**src/rtl/ecc_fix_pkg.sv**
```systemverilog
package ecc_fix_pkg;

   typedef enum logic [1:0] {
      EST_CLEAN = 2'd0,
      EST_FIXED = 2'd1,
      EST_CODE  = 2'd2,
      EST_MULTI = 2'd3
   } ecc_stat_e;

   typedef enum logic [1:0] {
      EMD_S256  = 2'd0,
      EMD_S512  = 2'd1,
      EMD_PAGE  = 2'd2,
      EMD_PAGE2 = 2'd3
   } ecc_mode_e;

   typedef enum logic [1:0] {
      SQ_IDLE  = 2'd0,
      SQ_CHECK = 2'd1,
      SQ_FIX   = 2'd2
   } seq_state_e;

   // ones in the syndrome that mark a single flipped data bit
   localparam int ONES_S256 = 11;
   localparam int ONES_S512 = 12;
   localparam int ONES_PAGE = 15;

   localparam int SHIFT_S256 = 8;
   localparam int SHIFT_S512 = 9;

endpackage

```
**src/rtl/ecc_syn_classify.sv**
```systemverilog
module ecc_syn_classify
   import ecc_fix_pkg::*;
#(
   parameter int CODE_W = 32,
   parameter int ADDR_W = 13
) (
   input  logic [CODE_W-1:0] syn,
   input  ecc_mode_e         mode,
   output ecc_stat_e         cls,
   output logic [ADDR_W-1:0] off,
   output logic [2:0]        bit_idx
);

   localparam int CNT_W = $clog2(CODE_W + 1);

   logic [CNT_W-1:0] ones;
   logic [CNT_W-1:0] target;

   // population count of the syndrome
   always_comb begin
      ones = '0;
      for (int i = 0; i < CODE_W; i++) begin
         ones = ones + CNT_W'(syn[i]);
      end
   end

   always_comb begin
      unique case (mode)
         EMD_S256: target = CNT_W'(ONES_S256);
         EMD_S512: target = CNT_W'(ONES_S512);
         default:  target = CNT_W'(ONES_PAGE);
      endcase
   end

   always_comb begin
      if (syn == '0)            cls = EST_CLEAN;
      else if (ones == target)  cls = EST_FIXED;
      else if (ones == CNT_W'(1)) cls = EST_CODE;
      else                      cls = EST_MULTI;
   end

   // location fields; in page mode the word bit [3] selects the odd byte
   always_comb begin
      unique case (mode)
         EMD_S256: off = ADDR_W'({syn[10:8], syn[7:3]});
         EMD_S512: off = ADDR_W'({syn[11:8], syn[7:3]});
         default:  off = ADDR_W'({syn[15:4], syn[3]});
      endcase
      bit_idx = syn[2:0];
   end

endmodule

```
**src/rtl/ecc_rmw_port.sv**
```systemverilog
module ecc_rmw_port #(
   parameter int ADDR_W = 13,
   parameter int DATA_W = 8,
   localparam int BIT_W = $clog2(DATA_W)
) (
   input  logic              clk,
   input  logic              rst_n,
   input  logic              go,
   input  logic [ADDR_W-1:0] addr_in,
   input  logic [BIT_W-1:0]  bit_in,
   input  logic [DATA_W-1:0] rd_data,
   output logic              rd_en,
   output logic              wr_en,
   output logic [ADDR_W-1:0] addr,
   output logic [DATA_W-1:0] wr_data,
   output logic              fin
);

   logic phase_q;

   always_ff @(posedge clk or negedge rst_n) begin
      if (!rst_n)   phase_q <= 1'b0;
      else if (go)  phase_q <= ~phase_q;
      else          phase_q <= 1'b0;
   end

   logic [DATA_W-1:0] mask;
   always_comb begin
      mask = '0;
      mask[bit_in] = 1'b1;
   end

   assign rd_en   = go & ~phase_q;
   assign wr_en   = go & phase_q;
   assign fin     = wr_en;
   assign addr    = addr_in;
   assign wr_data = rd_data ^ mask;


   wr_after_rd_chk: assert property (@(posedge clk) disable iff (!rst_n)
      wr_en |-> $past(rd_en));


   wr_addr_hold_chk: assert property (@(posedge clk) disable iff (!rst_n)
      wr_en |-> (addr == $past(addr)));

endmodule

```
**src/rtl/ecc_page_seq.sv**
```systemverilog
module ecc_page_seq
   import ecc_fix_pkg::*;
#(
   parameter int  SCNT_W = 4,
   parameter int  ADDR_W = 13,
   parameter bit  FIX_EN = 1'b1
) (
   input  logic              clk,
   input  logic              rst_n,
   input  logic              start,
   input  logic [1:0]        mode_in,
   input  logic [SCNT_W-1:0] sect_cnt,
   input  ecc_stat_e         cls,
   input  logic [ADDR_W-1:0] off,
   input  logic [2:0]        bit_idx,
   input  logic              rmw_fin,
   output logic [SCNT_W-1:0] code_sel,
   output ecc_mode_e         mode_q,
   output logic              rmw_go,
   output logic [ADDR_W-1:0] fix_addr,
   output logic [2:0]        fix_bit,
   output logic              done,
   output logic [1:0]        status
);

   seq_state_e        state;
   logic [SCNT_W-1:0] sec_q;
   logic [SCNT_W-1:0] last_q;
   logic              fixed_q;
   logic              done_q;
   ecc_stat_e         stat_q;
   logic [ADDR_W-1:0] base;
   logic              last_sec;

   always_comb begin
      unique case (mode_q)
         EMD_S256: base = ADDR_W'(sec_q) << SHIFT_S256;
         EMD_S512: base = ADDR_W'(sec_q) << SHIFT_S512;
         default:  base = '0;
      endcase
   end

   assign last_sec = (sec_q == last_q);

   always_ff @(posedge clk or negedge rst_n) begin
      if (!rst_n) begin
         state    <= SQ_IDLE;
         sec_q    <= '0;
         last_q   <= '0;
         mode_q   <= EMD_S256;
         fixed_q  <= 1'b0;
         done_q   <= 1'b0;
         stat_q   <= EST_CLEAN;
         fix_addr <= '0;
         fix_bit  <= '0;
      end else begin
         done_q <= 1'b0;
         unique case (state)
            SQ_IDLE: begin
               if (start) begin
                  mode_q  <= ecc_mode_e'(mode_in);
                  last_q  <= (mode_in[1]) ? '0 : sect_cnt;
                  sec_q   <= '0;
                  fixed_q <= 1'b0;
                  state   <= SQ_CHECK;
               end
            end
            SQ_CHECK: begin
               unique case (cls)
                  EST_CLEAN: begin
                     if (last_sec) begin
                        done_q <= 1'b1;
                        stat_q <= fixed_q ? EST_FIXED : EST_CLEAN;
                        state  <= SQ_IDLE;
                     end else begin
                        sec_q <= sec_q + 1'b1;
                     end
                  end
                  EST_FIXED: begin
                     fix_addr <= base + off;
                     fix_bit  <= bit_idx;
                     fixed_q  <= 1'b1;
                     if (FIX_EN) begin
                        state <= SQ_FIX;
                     end else if (last_sec) begin
                        done_q <= 1'b1;
                        stat_q <= EST_FIXED;
                        state  <= SQ_IDLE;
                     end else begin
                        sec_q <= sec_q + 1'b1;
                     end
                  end
                  default: begin
                     done_q <= 1'b1;
                     stat_q <= cls;
                     state  <= SQ_IDLE;
                  end
               endcase
            end
            SQ_FIX: begin
               if (rmw_fin) begin
                  if (last_sec) begin
                     done_q <= 1'b1;
                     stat_q <= EST_FIXED;
                     state  <= SQ_IDLE;
                  end else begin
                     sec_q <= sec_q + 1'b1;
                     state <= SQ_CHECK;
                  end
               end
            end
            default: state <= SQ_IDLE;
         endcase
      end
   end

   assign code_sel = sec_q;
   assign rmw_go   = (state == SQ_FIX);
   assign done     = done_q;
   assign status   = stat_q;


   done_pulse_chk: assert property (@(posedge clk) disable iff (!rst_n)
      done |=> !done);


   abort_now_chk: assert property (@(posedge clk) disable iff (!rst_n)
      (state == SQ_CHECK && (cls == EST_CODE || cls == EST_MULTI))
      |=> (done && status == $past(cls)));


   sector_order_chk: assert property (@(posedge clk) disable iff (!rst_n)
      (state == SQ_CHECK && cls == EST_CLEAN && !last_sec)
      |=> (code_sel == $past(code_sel) + 1'b1));

endmodule

```
**src/rtl/ecc_sector_fixer.sv**
```systemverilog
module ecc_sector_fixer
   import ecc_fix_pkg::*;
#(
   parameter int  MAX_SECT = 16,
   parameter int  CODE_W   = 32,
   parameter bit  FIX_EN   = 1'b1,
   localparam int SCNT_W   = (MAX_SECT > 1) ? $clog2(MAX_SECT) : 1,
   localparam int SPAN_W   = $clog2(MAX_SECT * 512),
   localparam int ADDR_W   = (SPAN_W > 13) ? SPAN_W : 13
) (
   input  logic              clk,
   input  logic              rst_n,
   input  logic              start,
   input  logic [1:0]        mode,
   input  logic [SCNT_W-1:0] sect_cnt,
   output logic [SCNT_W-1:0] code_sel,
   input  logic [CODE_W-1:0] stored_code,
   input  logic [CODE_W-1:0] calc_code,
   output logic              buf_rd_en,
   output logic              buf_wr_en,
   output logic [ADDR_W-1:0] buf_addr,
   input  logic [7:0]        buf_rd_data,
   output logic [7:0]        buf_wr_data,
   output logic              done,
   output logic [1:0]        status,
   output logic [ADDR_W-1:0] fix_addr,
   output logic [2:0]        fix_bit
);

   if (CODE_W < 31) begin : g_bad_code_w
      $error("CODE_W must hold the page-mode code (31 bits or more)");
   end
   if (MAX_SECT < 1 || (MAX_SECT & (MAX_SECT - 1)) != 0) begin : g_bad_sect
      $error("MAX_SECT must be a power of two");
   end

   ecc_stat_e         cls;
   ecc_mode_e         mode_q;
   logic [ADDR_W-1:0] off;
   logic [2:0]        bit_idx;
   logic              rmw_go;
   logic              rmw_fin;

   ecc_syn_classify #(.CODE_W(CODE_W), .ADDR_W(ADDR_W)) u_cls (
      .syn     (stored_code ^ calc_code),
      .mode    (mode_q),
      .cls     (cls),
      .off     (off),
      .bit_idx (bit_idx)
   );

   ecc_page_seq #(.SCNT_W(SCNT_W), .ADDR_W(ADDR_W), .FIX_EN(FIX_EN)) u_seq (
      .clk      (clk),
      .rst_n    (rst_n),
      .start    (start),
      .mode_in  (mode),
      .sect_cnt (sect_cnt),
      .cls      (cls),
      .off      (off),
      .bit_idx  (bit_idx),
      .rmw_fin  (rmw_fin),
      .code_sel (code_sel),
      .mode_q   (mode_q),
      .rmw_go   (rmw_go),
      .fix_addr (fix_addr),
      .fix_bit  (fix_bit),
      .done     (done),
      .status   (status)
   );

   if (FIX_EN) begin : g_rmw
      ecc_rmw_port #(.ADDR_W(ADDR_W), .DATA_W(8)) u_rmw (
         .clk     (clk),
         .rst_n   (rst_n),
         .go      (rmw_go),
         .addr_in (fix_addr),
         .bit_in  (fix_bit),
         .rd_data (buf_rd_data),
         .rd_en   (buf_rd_en),
         .wr_en   (buf_wr_en),
         .addr    (buf_addr),
         .wr_data (buf_wr_data),
         .fin     (rmw_fin)
      );
   end else begin : g_report_only
      assign buf_rd_en   = 1'b0;
      assign buf_wr_en   = 1'b0;
      assign buf_addr    = '0;
      assign buf_wr_data = '0;
      assign rmw_fin     = 1'b0;
   end


   rst_quiet_chk: assert property (@(posedge clk)
      !rst_n |-> (!done && !buf_rd_en && !buf_wr_en));

endmodule

```
**config.mk**
```make
export PLATFORM = sky130hd
export DESIGN_NAME = ecc_sector_fixer
export DESIGN_NICKNAME = d
export VERILOG_FILES = /design/src/rtl/ecc_fix_pkg.sv /design/src/rtl/ecc_syn_classify.sv /design/src/rtl/ecc_rmw_port.sv /design/src/rtl/ecc_page_seq.sv /design/src/rtl/ecc_sector_fixer.sv
export SDC_FILE = /design/constraint.sdc
export NUM_CORES = 1
export LEC_CHECK = 0
export BUFFER_PORTS_ARGS = -buffer_cell sky130_fd_sc_hd__clkbuf_2
export CORE_MARGIN = 3
export CORE_UTILIZATION = 35
export DETAILED_ROUTE_END_ITERATION = 10
export GPL_TIMING_DRIVEN = 0
export PLACE_DENSITY = 0.64
export RECOVER_POWER = 25
export SLEW_MARGIN = 10
export SYNTH_ARGS = -nofsm -noshare
export SYNTH_HDL_FRONTEND = slang
export SYNTH_HIERARCHICAL = 1
export SYNTH_SLANG_ARGS = --single-unit
```
**constraint.sdc**
```tcl
create_clock -name clk -period 6.05 [get_ports clk]
set_input_delay 0.3025 -clock clk [delete_from_list [all_inputs] [get_ports clk]]
set_output_delay 0.3025 -clock clk [all_outputs]
set_load 0.05 [all_outputs]
```
==> impl.org <==
** Final layout
- Most common library cell in the layout ignoring fill and taps :: sky130_fd_sc_hd__clkbuf_2
- Relative to the synthesized area, the layout overhead comes to 34.10%.
- Net count of the finished layout :: 609
- The repair_antennas step left the layout with diodes totalling 0.
- Most frequent cells in the layout :: sky130_fd_sc_hd__clkbuf_2 (122), sky130_fd_sc_hd__inv_1 (44), sky130_fd_sc_hd__buf_4 (33), sky130_fd_sc_hd__dfrtp_1 (33), sky130_fd_sc_hd__xor2_1 (31)
- The layout has 876 filler cells.
- The post-route netlist has 45.59% of its cells at a drive strength greater than 1.

** Detailed routing
- In the routed design, unresolved DRC markers number 0.
- Vias after detailed routing :: 2761
- After detailed routing, the number of vias per cell comes to 4.482.
- Antenna-violating nets left :: 0
- The final layout contains routed wiring with a total length of 7958 µm.
- In the final routed layout, each cell accounts on average for 12.92 µm.
- Detailed-routing iteration count for the pre-antenna-repair pass :: 4
- After the first detailed-routing iteration, the DRC count stood at 72.

** Die
- Once the floorplan was initialized, standard cells occupied 36.31% of the core.
- Vert. Die Dim :: 104.4 µm
- The floorplan step defined a core boundary enclosing 9328 µm².
- The die is 104.4 µm wide.
- The die covers 10890 µm².
- After floorplanning, the core was divided into 35 placement rows.
- In this run the count of I/O pins placed on the die edge is 127.

** Synth
- Number of enable flip-flop cells after synthesis :: 0
- Sequential share of the synthesized area :: 24.38%
- Dominant register cell in the synthesized netlist :: sky130_fd_sc_hd__dfrtp_1
- During synthesis, Yosys emitted a total of 6 warnings.
- A synthesized cell averages 9.789 µm².
- Number of unique standard cell types used by synthesis :: 51
- Flop and latch count out of synthesis :: 33
- Netlist Area Pre-Place :: 3387 µm²
- Instance count of the mapped netlist :: 346
- Ys async rst share :: 100.0%
- Mapped Nets :: 469

** STA
- Final hold analysis gives a worst-case slack of 0.2439 ns.
- Top achievable clock speed :: 165.3 MHz
- Final critical-path required period :: 6.049 ns
- The final critical path takes up 99.98% of the cycle.
- Setup repair after global routing could not meet its margin everywhere.
- For the final database, setup skew stands at 0.006443 ns.
- The number of endpoints with negative hold slack in the final report is 0.
- Setup total negative slack on the finished layout was measured at 0 ns.
- Count of pins over their slew limit :: 34
- Setup violations remaining at the end of the flow were counted as 0.
- For the pin with the worst max-slew slack, the measured transition is 1.789 ns.
- The worst pin sits at a relative slew slack of -19.29%.

** Hold path
- Worst hold path class :: in -> reg

** Worst setup path
- The worst setup path is captured at a flip-flop.
- Worst endpoint required time :: 6.28 ns
- Critical Path Most Common Cell :: sky130_fd_sc_hd__fa_1
- The setup path with the least slack is of type in -> reg.
- Slowest library cell on the worst path :: sky130_fd_sc_hd__fa_1
- The worst setup path is launched from an input port.
- Of all nets on the critical path, the largest fanout is 6.
- The largest single stage delay on the critical path is 0.52 ns.
- Data on the critical path arrives at its endpoint at 6.28 ns.
- Chain of cells forming the critical path :: clkbuf_2 -> xor2_4 -> fa_1 -> inv_1 -> fa_1 -> inv_2 -> fa_1 -> fa_1 -> fa_1 -> inv_1 -> fa_1 -> inv_1 -> ha_2 -> inv_2 -> fa_2 -> or4b_4 -> o21ai_4 -> a31oi_4 -> o21ai_1 -> nand4b_1 -> buf_4 -> or4_4 -> nand3_2

** Clocking
- TritonCTS clock tree :: built
- In this run the number of H-tree levels came out at 2.
- After clock tree synthesis, the clock-pin slew on the worst setup and hold paths is 0.07 ns.
- At the later pin of the worst-skew pair, clock insertion delay measures 0.29 ns.
- In this run, CTS created clock tree buffers numbering 5.
- Counting along the longest clock path gives a buffer depth of 2.
- Clock tree synthesis selected as its root buffer the cell sky130_fd_sc_hd__clkbuf_8.
- The clock drives 33 sinks.

** Global routing
- Global Route Usage Sum :: 15.04%
- Total grt overflow :: 0
- The number of antenna violations at the first check in global routing is 0.
- The first global-routing pass estimated 13410 µm of wire.
- Number of global-route vias before repair :: 2870
- Entering global routing, the biggest net connects 34 pins.

** Status
- The checks that failed: capacitance limit, slew limit.
- The run finished, with violations left.

** Place
- HPWL after detailed placement :: 6591 µm
- The count of buffers added on input and output ports is 126.
- Routability-driven placement finished with a final weighted congestion of 0.8136.

** Run
- # Max-Cap Violations :: 1
==> per-layer routing <==
metal	GRT usage, %	vias to the layer above	wire (µm)
met5	0	-	0
met4	4.843	0	112
met3	2.297	7	332
met2	26.11	72	4041
met1	19.11	1301	3473
li1	-	1381	-
==> kinds of logic after synthesis <==
group / synth area share, %
and+or+nand+nor: 15.18
buffers and inverters: 11.89
xor gates and xnor gates: 13.63
adders and majority gates: 21.06
AOI/OAI and AO/OA: 7.314
DFF: 24.38
muxes: 6.539
==> worst max-delay path: cells and delay by family <==
| kind | cells | cell delay [ns] |
|---|---|---|
| adders and majority gates | 8 | 3.56 |
| AOI/OAI and AO/OA | 3 | 0.51 |
| and+or+nand+nor | 4 | 1.18 |
| xor gates and xnor gates | 1 | 0.20 |
| buffers and inverters | 7 | 0.51 |
==> sequential cells by signal, summed over array words and instances (netlist names) <==
| register | count |
|---|---|
| u_seq/fixed_q | 1 |
| u_seq/state | 2 |
| u_seq/last_q | 4 |
| u_seq/status | 2 |
| u_seq/fix_addr | 13 |
| u_seq/code_sel | 4 |
| u_seq/mode_q | 2 |
| u_seq/done | 1 |
| g_rmw.u_rmw/phase_q | 1 |
| u_seq/fix_bit | 3 |
==> stage by stage <==
| stage | setup WS [ns] | cells | utilization [%] | area, µm² |
|---|---|---|---|---|
| after floorplan | 0.0001430 | 346 | - | 3408 |
| after global placement | -0.4944 | 601 | 45.03 | 4200 |
| after detailed placement | -0.5682 | 601 | 45.03 | 4200 |
| after CTS | 0.001751 | 613 | 47.51 | 4432 |
| after global routing | -0.1403 | 616 | 48.69 | 4542 |
| final | 0.0009153 | 616 | 48.69 | 4542 |
==> synth_stat cells (2+ instances only) <==
| cell type | instances | area, µm² |
|---|---|---|
| sky130_fd_sc_hd__nor2b_1 | 2 | 12.51 |
| sky130_fd_sc_hd__o211ai_1 | 3 | 22.52 |
| sky130_fd_sc_hd__a31oi_1 | 4 | 25.02 |
| sky130_fd_sc_hd__nand2_1 | 17 | 63.81 |
| sky130_fd_sc_hd__nand3_1 | 8 | 40.04 |
| sky130_fd_sc_hd__mux2_2 | 16 | 180.2 |
| sky130_fd_sc_hd__dfrtp_1 | 33 | 825.8 |
| sky130_fd_sc_hd__nor4_1 | 7 | 43.79 |
| sky130_fd_sc_hd__a21oi_1 | 3 | 15.01 |
| sky130_fd_sc_hd__nand2b_1 | 11 | 68.82 |
| sky130_fd_sc_hd__or4_1 | 2 | 15.01 |
| sky130_fd_sc_hd__mux2i_1 | 3 | 30.03 |
| sky130_fd_sc_hd__clkbuf_1 | 4 | 15.01 |
| sky130_fd_sc_hd__or3_1 | 2 | 12.51 |
| sky130_fd_sc_hd__o21a_1 | 2 | 15.01 |
| sky130_fd_sc_hd__xor2_1 | 41 | 359.1 |
| sky130_fd_sc_hd__fa_1 | 25 | 500.5 |
| sky130_fd_sc_hd__xnor2_1 | 8 | 70.07 |
| sky130_fd_sc_hd__inv_1 | 47 | 176.4 |
| sky130_fd_sc_hd__nor3b_1 | 4 | 30.03 |
| sky130_fd_sc_hd__xor2_2 | 2 | 32.53 |
| sky130_fd_sc_hd__a21o_1 | 3 | 22.52 |
| sky130_fd_sc_hd__buf_4 | 26 | 195.2 |
| sky130_fd_sc_hd__ha_1 | 17 | 212.7 |
| sky130_fd_sc_hd__nor3_1 | 3 | 15.01 |
| sky130_fd_sc_hd__nor2_1 | 9 | 33.78 |
| sky130_fd_sc_hd__o21ai_1 | 2 | 10.01 |
| sky130_fd_sc_hd__o211ai_2 | 2 | 25.02 |
| sky130_fd_sc_hd__o21ai_0 | 10 | 50.05 |
| sky130_fd_sc_hd__nand3b_1 | 6 | 45.04 |
| sky130_fd_sc_hd__and2_2 | 4 | 30.03 |
==> path summary, 6_finish.rpt <==
path / startpoint / to / slack, ns / cells after the start
setup reg to reg: u_seq/mode_q[1] / u_seq/code_sel[3] / 3.56 / 8
hold reg to reg: g_rmw.u_rmw/phase_q / g_rmw.u_rmw/phase_q / 0.43 / 1
setup / recovery: stored_code[11] / u_seq/code_sel[3] / 0.0009 / 23
min in group asynchronous: rst_n / g_rmw.u_rmw/phase_q / 0.49 / 1
hold / removal: sect_cnt[1] / u_seq/last_q[1] / 0.24 / 3
max in group asynchronous: rst_n / u_seq/fix_addr[7] / 4.53 / 1
==> what timing repair did <==
| action | CTS | global route |
|---|---|---|
| buffers inserted | 4 | 3 |
| hold buffers | 0 | 0 |
| endpoints found under the setup margin | 19 | 20 |
| resized for setup | 13 | 23 |
| pin swaps | 12 | 9 |
==> area by class of cell <==
| class | count | area, µm² | share of cell area [%] |
|---|---|---|---|
| Clock inverter | 1 | 30.03 | 0.6612 |
| Sequential cell | 33 | 825.8 | 18.18 |
| Tap cell | 129 | 161.4 | 3.554 |
| Buffer | 32 | 232.7 | 5.124 |
| Timing Repair Buffer | 133 | 704.4 | 15.51 |
| Inverter | 47 | 176.4 | 3.884 |
| Multi-Input combinational cell | 234 | 2325 | 51.18 |
| Clock buffer | 7 | 86.33 | 1.901 |
Power is not shown: default switching activity piles up to over one toggle a cycle in this logic, so the estimate is an artifact.
